$ cat config.mk
export PLATFORM = sky130hd
export DESIGN_NAME = otp_access_ctrl
export DESIGN_NICKNAME = d
export VERILOG_FILES = /design/src/rtl/otp_pkg.sv /design/src/rtl/otp_lock_policy.sv /design/src/rtl/otp_pulse_timer.sv /design/src/rtl/otp_store.sv /design/src/rtl/otp_access_ctrl.sv
export SDC_FILE = /design/constraint.sdc
export NUM_CORES = 2
export LEC_CHECK = 0
export ABC_AREA = 1
export BUFFER_PORTS_ARGS = -buffer_cell sky130_fd_sc_hd__buf_4
export CORE_AREA = 5 5 398 243
export DETAILED_ROUTE_END_ITERATION = 8
export DIE_AREA = 0 0 403 248
export MAX_ROUTING_LAYER = met4
export PLACE_DENSITY_LB_ADDON = 0.3
export SYNTH_ARGS = -nofsm -noshare
export SYNTH_HDL_FRONTEND = slang
export SYNTH_SLANG_ARGS = --single-unit
$ cat constraint.sdc
create_clock -name clk -period 4.05 [get_ports clk]
set_input_delay 0.405 -clock clk [delete_from_list [all_inputs] [get_ports clk]]
set_output_delay 0.405 -clock clk [all_outputs]
set_load 0.02 [all_outputs]
$ cat src/rtl/otp_pkg.sv
package otp_pkg;
  typedef enum logic [2:0] {
    RG_CODE = 3'd0,
    RG_CFG  = 3'd1,
    RG_LOCK = 3'd2,
    RG_KEY  = 3'd3,
    RG_SIG  = 3'd4
  } region_e;

  typedef struct packed {
    logic lvl1;
    logic lvl2;
    logic lvl3;
  } lock_lvl_t;
endpackage

$ cat src/rtl/otp_lock_policy.sv
module otp_lock_policy
  import otp_pkg::*;
(
  input  logic [2:0] lock_bits,
  input  logic       is_write,
  input  logic [2:0] region,
  input  logic       addr_ok,
  output lock_lvl_t  lvl,
  output logic       allow
);
  always_comb begin
    lvl.lvl1 = ~lock_bits[0];
    lvl.lvl2 = ~lock_bits[0] & ~lock_bits[1];
    lvl.lvl3 = ~lock_bits[0] & ~lock_bits[1] & ~lock_bits[2];
  end

  always_comb begin
    case (region_e'(region))
      RG_CODE: allow = is_write ? ~lvl.lvl1 : ~lvl.lvl2;
      RG_CFG:  allow = is_write ? ~lvl.lvl1 : 1'b1;
      RG_LOCK: allow = 1'b1;
      RG_KEY:  allow = is_write ? ~lvl.lvl1 : 1'b0;
      RG_SIG:  allow = ~is_write;
      default: allow = 1'b0;
    endcase
    allow = allow & addr_ok;
  end
endmodule

$ cat src/rtl/otp_pulse_timer.sv
module otp_pulse_timer #(
  parameter int CYCLES = 4
) (
  input  logic clk,
  input  logic rst_n,
  input  logic start,
  output logic active,
  output logic done
);
  localparam int CW = $clog2(CYCLES + 1);

  logic [CW-1:0] cnt;

  always_ff @(posedge clk or negedge rst_n) begin
    if (!rst_n) begin
      active <= 1'b0;
      cnt    <= '0;
    end else if (start) begin
      active <= 1'b1;
      cnt    <= CW'(CYCLES - 1);
    end else if (active) begin
      if (cnt == '0) active <= 1'b0;
      else           cnt    <= cnt - 1'b1;
    end
  end

  assign done = active && (cnt == '0);
endmodule

$ cat src/rtl/otp_store.sv
module otp_store #(
  parameter int DEPTH = 4,
  parameter int AW    = 2
) (
  input  logic          clk,
  input  logic          rst_n,
  input  logic          we,
  input  logic [AW-1:0] waddr,
  input  logic [7:0]    wdata,
  input  logic [AW-1:0] raddr,
  output logic [7:0]    rdata
);
  localparam int IW = (DEPTH > 1) ? $clog2(DEPTH) : 1;

  logic [7:0] cells [DEPTH];
  logic [IW-1:0] widx, ridx;

  assign widx = IW'(waddr);
  assign ridx = IW'(raddr);

  always_ff @(posedge clk or negedge rst_n) begin
    if (!rst_n) begin
      for (int i = 0; i < DEPTH; i++) cells[i] <= 8'hFF;
    end else if (we && (int'(waddr) < DEPTH)) begin
      cells[widx] <= cells[widx] & wdata;
    end
  end

  assign rdata = (int'(raddr) < DEPTH) ? cells[ridx] : 8'hFF;
endmodule

$ cat src/rtl/otp_access_ctrl.sv
module otp_access_ctrl
  import otp_pkg::*;
#(
  parameter int         CLK_HZ    = 125_000_000,
  parameter int         PULSE_US  = 100,
  parameter int         CODE_AW   = 6,
  parameter int         CFG_DEPTH = 4,
  parameter int         KEY_DEPTH = 32,
  parameter int         SIG_DEPTH = 4,
  parameter logic [7:0] SIG_ID    = 8'h5A
) (
  input  logic               clk,
  input  logic               rst_n,
  input  logic               req_valid,
  output logic               req_ready,
  input  logic               req_write,
  input  logic [2:0]         req_region,
  input  logic [CODE_AW-1:0] req_addr,
  input  logic [7:0]         req_wdata,
  output logic               rsp_valid,
  input  logic               rsp_ready,
  output logic [7:0]         rsp_data,
  output logic               rsp_err,
  output logic               prog_pulse,
  output logic               ext_exec_en
);
  localparam int CODE_DEPTH   = 1 << CODE_AW;
  localparam int KEY_AW       = $clog2(KEY_DEPTH);
  localparam int PULSE_RAW    = (CLK_HZ / 1_000_000) * PULSE_US;
  localparam int PULSE_CYCLES = (PULSE_RAW < 1) ? 1 : PULSE_RAW;

  logic               pulse_active, pulse_done, start, accept, allow, addr_ok;
  logic [2:0]         lat_region, sel_region;
  logic [CODE_AW-1:0] lat_addr, sel_addr;
  logic [7:0]         lat_wdata;
  logic [7:0]         lock_q;
  logic [7:0]         code_rd, cfg_rd, key_rd, raw_rd, verify_rd;
  logic               code_we, cfg_we, key_we, lock_we;
  logic               rsp_valid_q, rsp_err_q;
  logic [7:0]         rsp_data_q;
  lock_lvl_t          lvl;

  assign req_ready = !pulse_active && !rsp_valid_q;
  assign accept    = req_valid && req_ready;

  assign sel_addr   = pulse_active ? lat_addr   : req_addr;
  assign sel_region = pulse_active ? lat_region : req_region;

  always_comb begin
    case (region_e'(sel_region))
      RG_CODE: addr_ok = 1'b1;
      RG_CFG:  addr_ok = int'(sel_addr) < CFG_DEPTH;
      RG_LOCK: addr_ok = sel_addr == '0;
      RG_KEY:  addr_ok = int'(sel_addr) < KEY_DEPTH;
      RG_SIG:  addr_ok = int'(sel_addr) < SIG_DEPTH;
      default: addr_ok = 1'b0;
    endcase
  end

  otp_lock_policy u_policy (
    .lock_bits (lock_q[2:0]),
    .is_write  (req_write),
    .region    (req_region),
    .addr_ok   (addr_ok),
    .lvl       (lvl),
    .allow     (allow)
  );

  assign start = accept && req_write && allow;

  otp_pulse_timer #(.CYCLES(PULSE_CYCLES)) u_timer (
    .clk    (clk),
    .rst_n  (rst_n),
    .start  (start),
    .active (pulse_active),
    .done   (pulse_done)
  );

  always_ff @(posedge clk or negedge rst_n) begin
    if (!rst_n) begin
      lat_region <= '0;
      lat_addr   <= '0;
      lat_wdata  <= 8'hFF;
    end else if (start) begin
      lat_region <= req_region;
      lat_addr   <= req_addr;
      lat_wdata  <= req_wdata;
    end
  end

  assign code_we = pulse_done && (region_e'(lat_region) == RG_CODE);
  assign cfg_we  = pulse_done && (region_e'(lat_region) == RG_CFG);
  assign key_we  = pulse_done && (region_e'(lat_region) == RG_KEY);
  assign lock_we = pulse_done && (region_e'(lat_region) == RG_LOCK);

  otp_store #(.DEPTH(CODE_DEPTH), .AW(CODE_AW)) u_code (
    .clk (clk), .rst_n (rst_n), .we (code_we), .waddr (lat_addr),
    .wdata (lat_wdata), .raddr (sel_addr), .rdata (code_rd)
  );

  otp_store #(.DEPTH(CFG_DEPTH), .AW(CODE_AW)) u_cfg (
    .clk (clk), .rst_n (rst_n), .we (cfg_we), .waddr (lat_addr),
    .wdata (lat_wdata), .raddr (sel_addr), .rdata (cfg_rd)
  );

  otp_store #(.DEPTH(KEY_DEPTH), .AW(KEY_AW)) u_key (
    .clk (clk), .rst_n (rst_n), .we (key_we), .waddr (lat_addr[KEY_AW-1:0]),
    .wdata (lat_wdata), .raddr (sel_addr[KEY_AW-1:0]), .rdata (key_rd)
  );

  always_ff @(posedge clk or negedge rst_n) begin
    if (!rst_n)       lock_q <= 8'hFF;
    else if (lock_we) lock_q <= lock_q & lat_wdata;
  end

  always_comb begin
    case (region_e'(sel_region))
      RG_CODE: raw_rd = code_rd;
      RG_CFG:  raw_rd = cfg_rd;
      RG_LOCK: raw_rd = lock_q;
      RG_KEY:  raw_rd = key_rd;
      RG_SIG:  raw_rd = SIG_ID ^ 8'(sel_addr);
      default: raw_rd = 8'h00;
    endcase
    verify_rd = (region_e'(sel_region) == RG_CODE) ? ~(code_rd ^ key_rd) : raw_rd;
  end

  always_ff @(posedge clk or negedge rst_n) begin
    if (!rst_n) begin
      rsp_valid_q <= 1'b0;
      rsp_err_q   <= 1'b0;
      rsp_data_q  <= 8'h00;
    end else if (rsp_valid_q) begin
      if (rsp_ready) rsp_valid_q <= 1'b0;
    end else if (pulse_done) begin
      rsp_valid_q <= 1'b1;
      rsp_err_q   <= 1'b0;
      rsp_data_q  <= raw_rd & lat_wdata;
    end else if (accept && !start) begin
      rsp_valid_q <= 1'b1;
      rsp_err_q   <= !allow;
      rsp_data_q  <= allow ? verify_rd : 8'h00;
    end
  end

  assign rsp_valid   = rsp_valid_q;
  assign rsp_err     = rsp_err_q;
  assign rsp_data    = rsp_data_q;
  assign prog_pulse  = pulse_active;
  assign ext_exec_en = !lvl.lvl3;
endmodule

==> impl_metrics.py <==
metrics = {
    "sta": {
        "max_slew_margin_pct": 31.3,
        "finalHoldViolCount": 0,
        "setup_total_negative_slack_ps": 0,
        "setup_violations": 0,
        "rsz_0062_raised_after_global_routing": "false",
        "timing.clock.skew_ps": 27.4,
        "slew_viol_final": 0,
        "max_slew.worst_pin.slew_ps": 1010,
        "post-route-min-period_ps": 3940,
        "max_freq_mhz": 254,
        "fin_crit_sh_pct": 97.4,
    },
    "logic_synthesis": {
        "postSynth.asyncResetShare_pct": 100,
        "post-synth-top-area-cell": "dfstp_2",
        "ys_top_cells_by_area": "dfstp_2 (47%), nand2_1 (15%), nand3_1 (10%), o21ai_0 (6.8%), a22oi_1 (5.4%)",
        "dominantRegCellSynth": "dfstp_2",
        "synth_enable_flop_cells": 0,
        "syn_nets": 5885,
        "synth_cells": 5862,
        "mappedNetlistArea_sq_mm": 0.0459,
        "synth.yosys.seq_area_share_pct": 48.6,
        "synth.distinct_cells": 44,
        "avgSynthCellArea_sq_um": 7.83,
        "yosys_register_bits": 850,
        "synth_top_cell_area_share_pct": 46.7,
        "synth_warnings": 0,
    },
    "pwr": {
        "internal_power_mw": 13.7,
        "power.switching_fraction_pct": 21.7,
        "power_density_mw_per_mm2": 343,
        "seq_power_share_pct": 48.9,
        "worst_ir_drop_vdd_mv": 0.408,
        "power.share.clock_pct": 49.9,
        "pwr-share-comb_pct": 1.3,
        "total_power_mw": 17.5,
        "total_switching_power_mw": 3.79,
        "leak_nw": 17.1,
    },
    "die": {
        "initial_core_util_pct": 49.4,
        "io-pin-count": 35,
        "rows": 87,
        "die_height_um": 248,
        "floorplan.die_area_sq_mm": 0.0999,
        "die_x_um": 403,
        "fp.coreArea_sq_mm": 0.0930,
    },
    "placement": {
        "place_congestion": 1.04,
        "io_buffer_count": 34,
        "numPlacedInstances": 6883,
        "dpl.hpwl_um": 121000,
    },
    "clocking": {
        "post_cts_buffers": 0,
        "tritoncts.num_buffers": 82,
        "clock_pin_slew_on_the_worst_setup_and_hold_paths_ps": 70,
        "worst_skew_pair.late_latency_ps": 680,
        "clkSinkCount": 850,
        "cts_tree": "done",
        "cts_max_level": 3,
        "cts_root_buf": "clkbuf_16",
        "clockBufferDepth": 3,
    },
    "worst_setup_path": {
        "timing.critical_path.mode_cell": "buf_4",
        "cp_data_required_time_ps": 4630,
        "worst_path_largest_cell_delay_ps": 710,
        "critical-path-top-delay-family": "buffers and inverters",
        "slowest_cell_on_the_critical_path": "a21oi_1",
        "startpoint_type": "flip-flop",
        "timing.reg2reg.setup_slack_ps": 110,
        "worst-path-stages": 11,
        "timing.critical_path.fanout_max": 64,
        "timing.critical_path.buf_inv": 4,
        "worstSetupPathType": "flip-flop to flip-flop",
        "path_cells": "inv_2, nor2_4, buf_12, buf_4, a22oi_1, a21oi_1, nor3_1, nand3_1, nand3_2, buf_4, o21ai_0",
        "worst-endpoint-arrival_ps": 4530,
        "worst_reg_to_reg_path_cell_count": 11,
        "r2r-end": "u_code.cells[443]$_DFFE_PN1P_",
        "worstReg2RegStart": "lat_addr[0]$_DFFE_PN0P_",
        "critPathCaptureType": "flip-flop",
    },
    "grt": {
        "first_pass_grt_wire_length_um": 275000,
        "grt_start_max_net_pins": 140,
        "grt.overflow.total": 0,
        "grt_pass1_vias": 40700,
        "initial_antenna_violation_count": 10,
        "gr-usage-all-layers_pct": 37.3,
    },
    "cells_and_area": {
        "most-common-layout-cells": "nand2_1 (1841), nand3_1 (948), dfstp_2 (816)",
        "layout.nets": 5758,
        "filler_cell_count": 8501,
        "layout_commonest_cell": "nand2_1",
        "layout.cells.non_filler": 7055,
        "drive_above_1_share_pct": 22.0,
        "layout-area-overhead-vs-synth_pct": 11.0,
    },
    "drt": {
        "drt-initial-drc-count": 8792,
        "post-route-drc-count": 8,
        "detail_route.vias_per_cell": 6.50,
        "detail_route.wirelength_um": 186000,
        "avgRoutedWirePerCell_um": 26.4,
        "detailroute.via_count": 45800,
        "detail-route-antenna-nets": 0,
        "detailedRoute.firstPassIterationCount": 9,
    },
    "min_path": {
        "hold_path_class": "primary input to flip-flop",
        "hold_depth": 3,
        "timing.hold.worst_endpoint": "lat_addr[0]$_DFFE_PN0P_",
        "hold_path_startpoint": "req_addr[0]",
    },
    "outcome": {
        "violations": "DRC",
        "outcome": "complete, but fails checks",
    },
    "run": {
        "maxCapViolCount": 0,
    },
}
power groups by stage:
stage	logic, mW	registers (mW)	clock network, mW
finish	0.222	8.53	8.70
global route	0.255	8.53	9.10
CTS	0.228	8.53	8.72
detailed placement	0.217	8.66	0
global placement	0.216	8.66	0
floorplan	0.00464	8.66	0
worst reg2reg max path, cell delays in order, from the launching register on:
cell and delay (ps):
dfrtp_1 530, inv_2 190, nor2_4 460, buf_12 340
buf_4 350, a22oi_1 100, a21oi_1 710, nor3_1 240
nand3_1 150, nand3_2 70, buf_4 390, o21ai_0 310
cells in the mapped netlist, types with 13 or more instances:
| cell type | n |
|---|---|
| clkbuf_1 | 200 |
| nand2_1 | 1844 |
| dfrtp_1 | 34 |
| a22oi_1 | 329 |
| buf_4 | 16 |
| dfstp_2 | 816 |
| nor4_1 | 18 |
| a21oi_1 | 189 |
| inv_2 | 13 |
| inv_1 | 87 |
| a221oi_1 | 16 |
| nor2_1 | 79 |
| o21ai_0 | 621 |
| buf_1 | 39 |
| buf_2 | 219 |
| nor3_1 | 27 |
| nand3_1 | 948 |
| o21ai_1 | 248 |
| a21oi_2 | 14 |
sequential cells by signal, indices dropped and copies added (netlist names):
| register | count |
|---|---|
| u_code.cells | 512 |
| lat_wdata | 8 |
| u_key.cells | 256 |
| u_cfg.cells | 32 |
| u_timer.active | 1 |
| rsp_data | 8 |
| rsp_valid | 1 |
| lat_region | 3 |
| lock_q | 8 |
| u_timer.cnt | 14 |
| lat_addr | 6 |
| rsp_err | 1 |
cell type report:
type                            instances  area [sq um]  share of cell area, %
Clock inverter                         32           558                   1.10
Tap cell                             1246          1560                   3.06
Clock buffer                          116          2400                   4.72
Antenna cell                           10          25.0                 0.0491
Sequential cell                       850         22300                   43.8
Inverter                              103           399                  0.783
Timing Repair Buffer                  265          2530                   4.97
Multi-Input combinational cell       4433         21200                   41.6
through the flow:
| stage | hold WS (ps) | util [%] | area (sq um) | setup slack (ps) |
|---|---|---|---|---|
| floorplan | 109 | - | 45900 | 1790 |
| global placement | 450 | 51.4 | 47800 | 497 |
| detailed placement | 456 | 51.4 | 47800 | 345 |
| CTS | 37.7 | 54.8 | 50900 | 310 |
| global route | 71.7 | 54.8 | 50900 | 75.7 |
| finish | 55.5 | 54.8 | 50900 | 105 |
worst max path at each step:
stage                              from                       endpoint  slack [ps]
6_report        lat_addr[0]$_DFFE_PN0P_  u_code.cells[443]$_DFFE_PN1P_         110
5_1_grt         lat_addr[0]$_DFFE_PN0P_  u_code.cells[443]$_DFFE_PN1P_          80
4_1_cts         lat_addr[0]$_DFFE_PN0P_   u_code.cells[49]$_DFFE_PN1P_         310
3_5_place_dp    lat_addr[0]$_DFFE_PN0P_   u_code.cells[49]$_DFFE_PN1P_         350
3_3_place_gp    lat_addr[3]$_DFFE_PN0P_   u_code.cells[51]$_DFFE_PN1P_         500
2_1_floorplan  u_timer.active$_DFF_PN0_        rsp_data[6]$_DFFE_PN0P_        1790
routing by layer:
metal	up-vias	track usage [%]	part of all wire (%)
met5	-	-	0
met3	417	19.6	19
li1	19900	-	-
met2	3572	44.5	37
met1	22000	53.4	41
met4	0	10.5	3.2
timing repair:
item                                   4_1_cts  5_1_grt
resized for setup                            0        2
hold buffers                                14        0
endpoints found under the hold margin       14        0
setup endpoints to repair                    0       98
cells by family after synthesis:
group | after synthesis | share of synthesized area [%]
simple gates | 2951 | 27.3
compound gates | 1472 | 18.4
flops | 850 | 48.6
buf+inv | 579 | 5.50
xor+xnor | 9 | 0.172
fa+ha+maj | 1 | 0.0273
No activity file was read; power rests on OpenSTA's default activity.
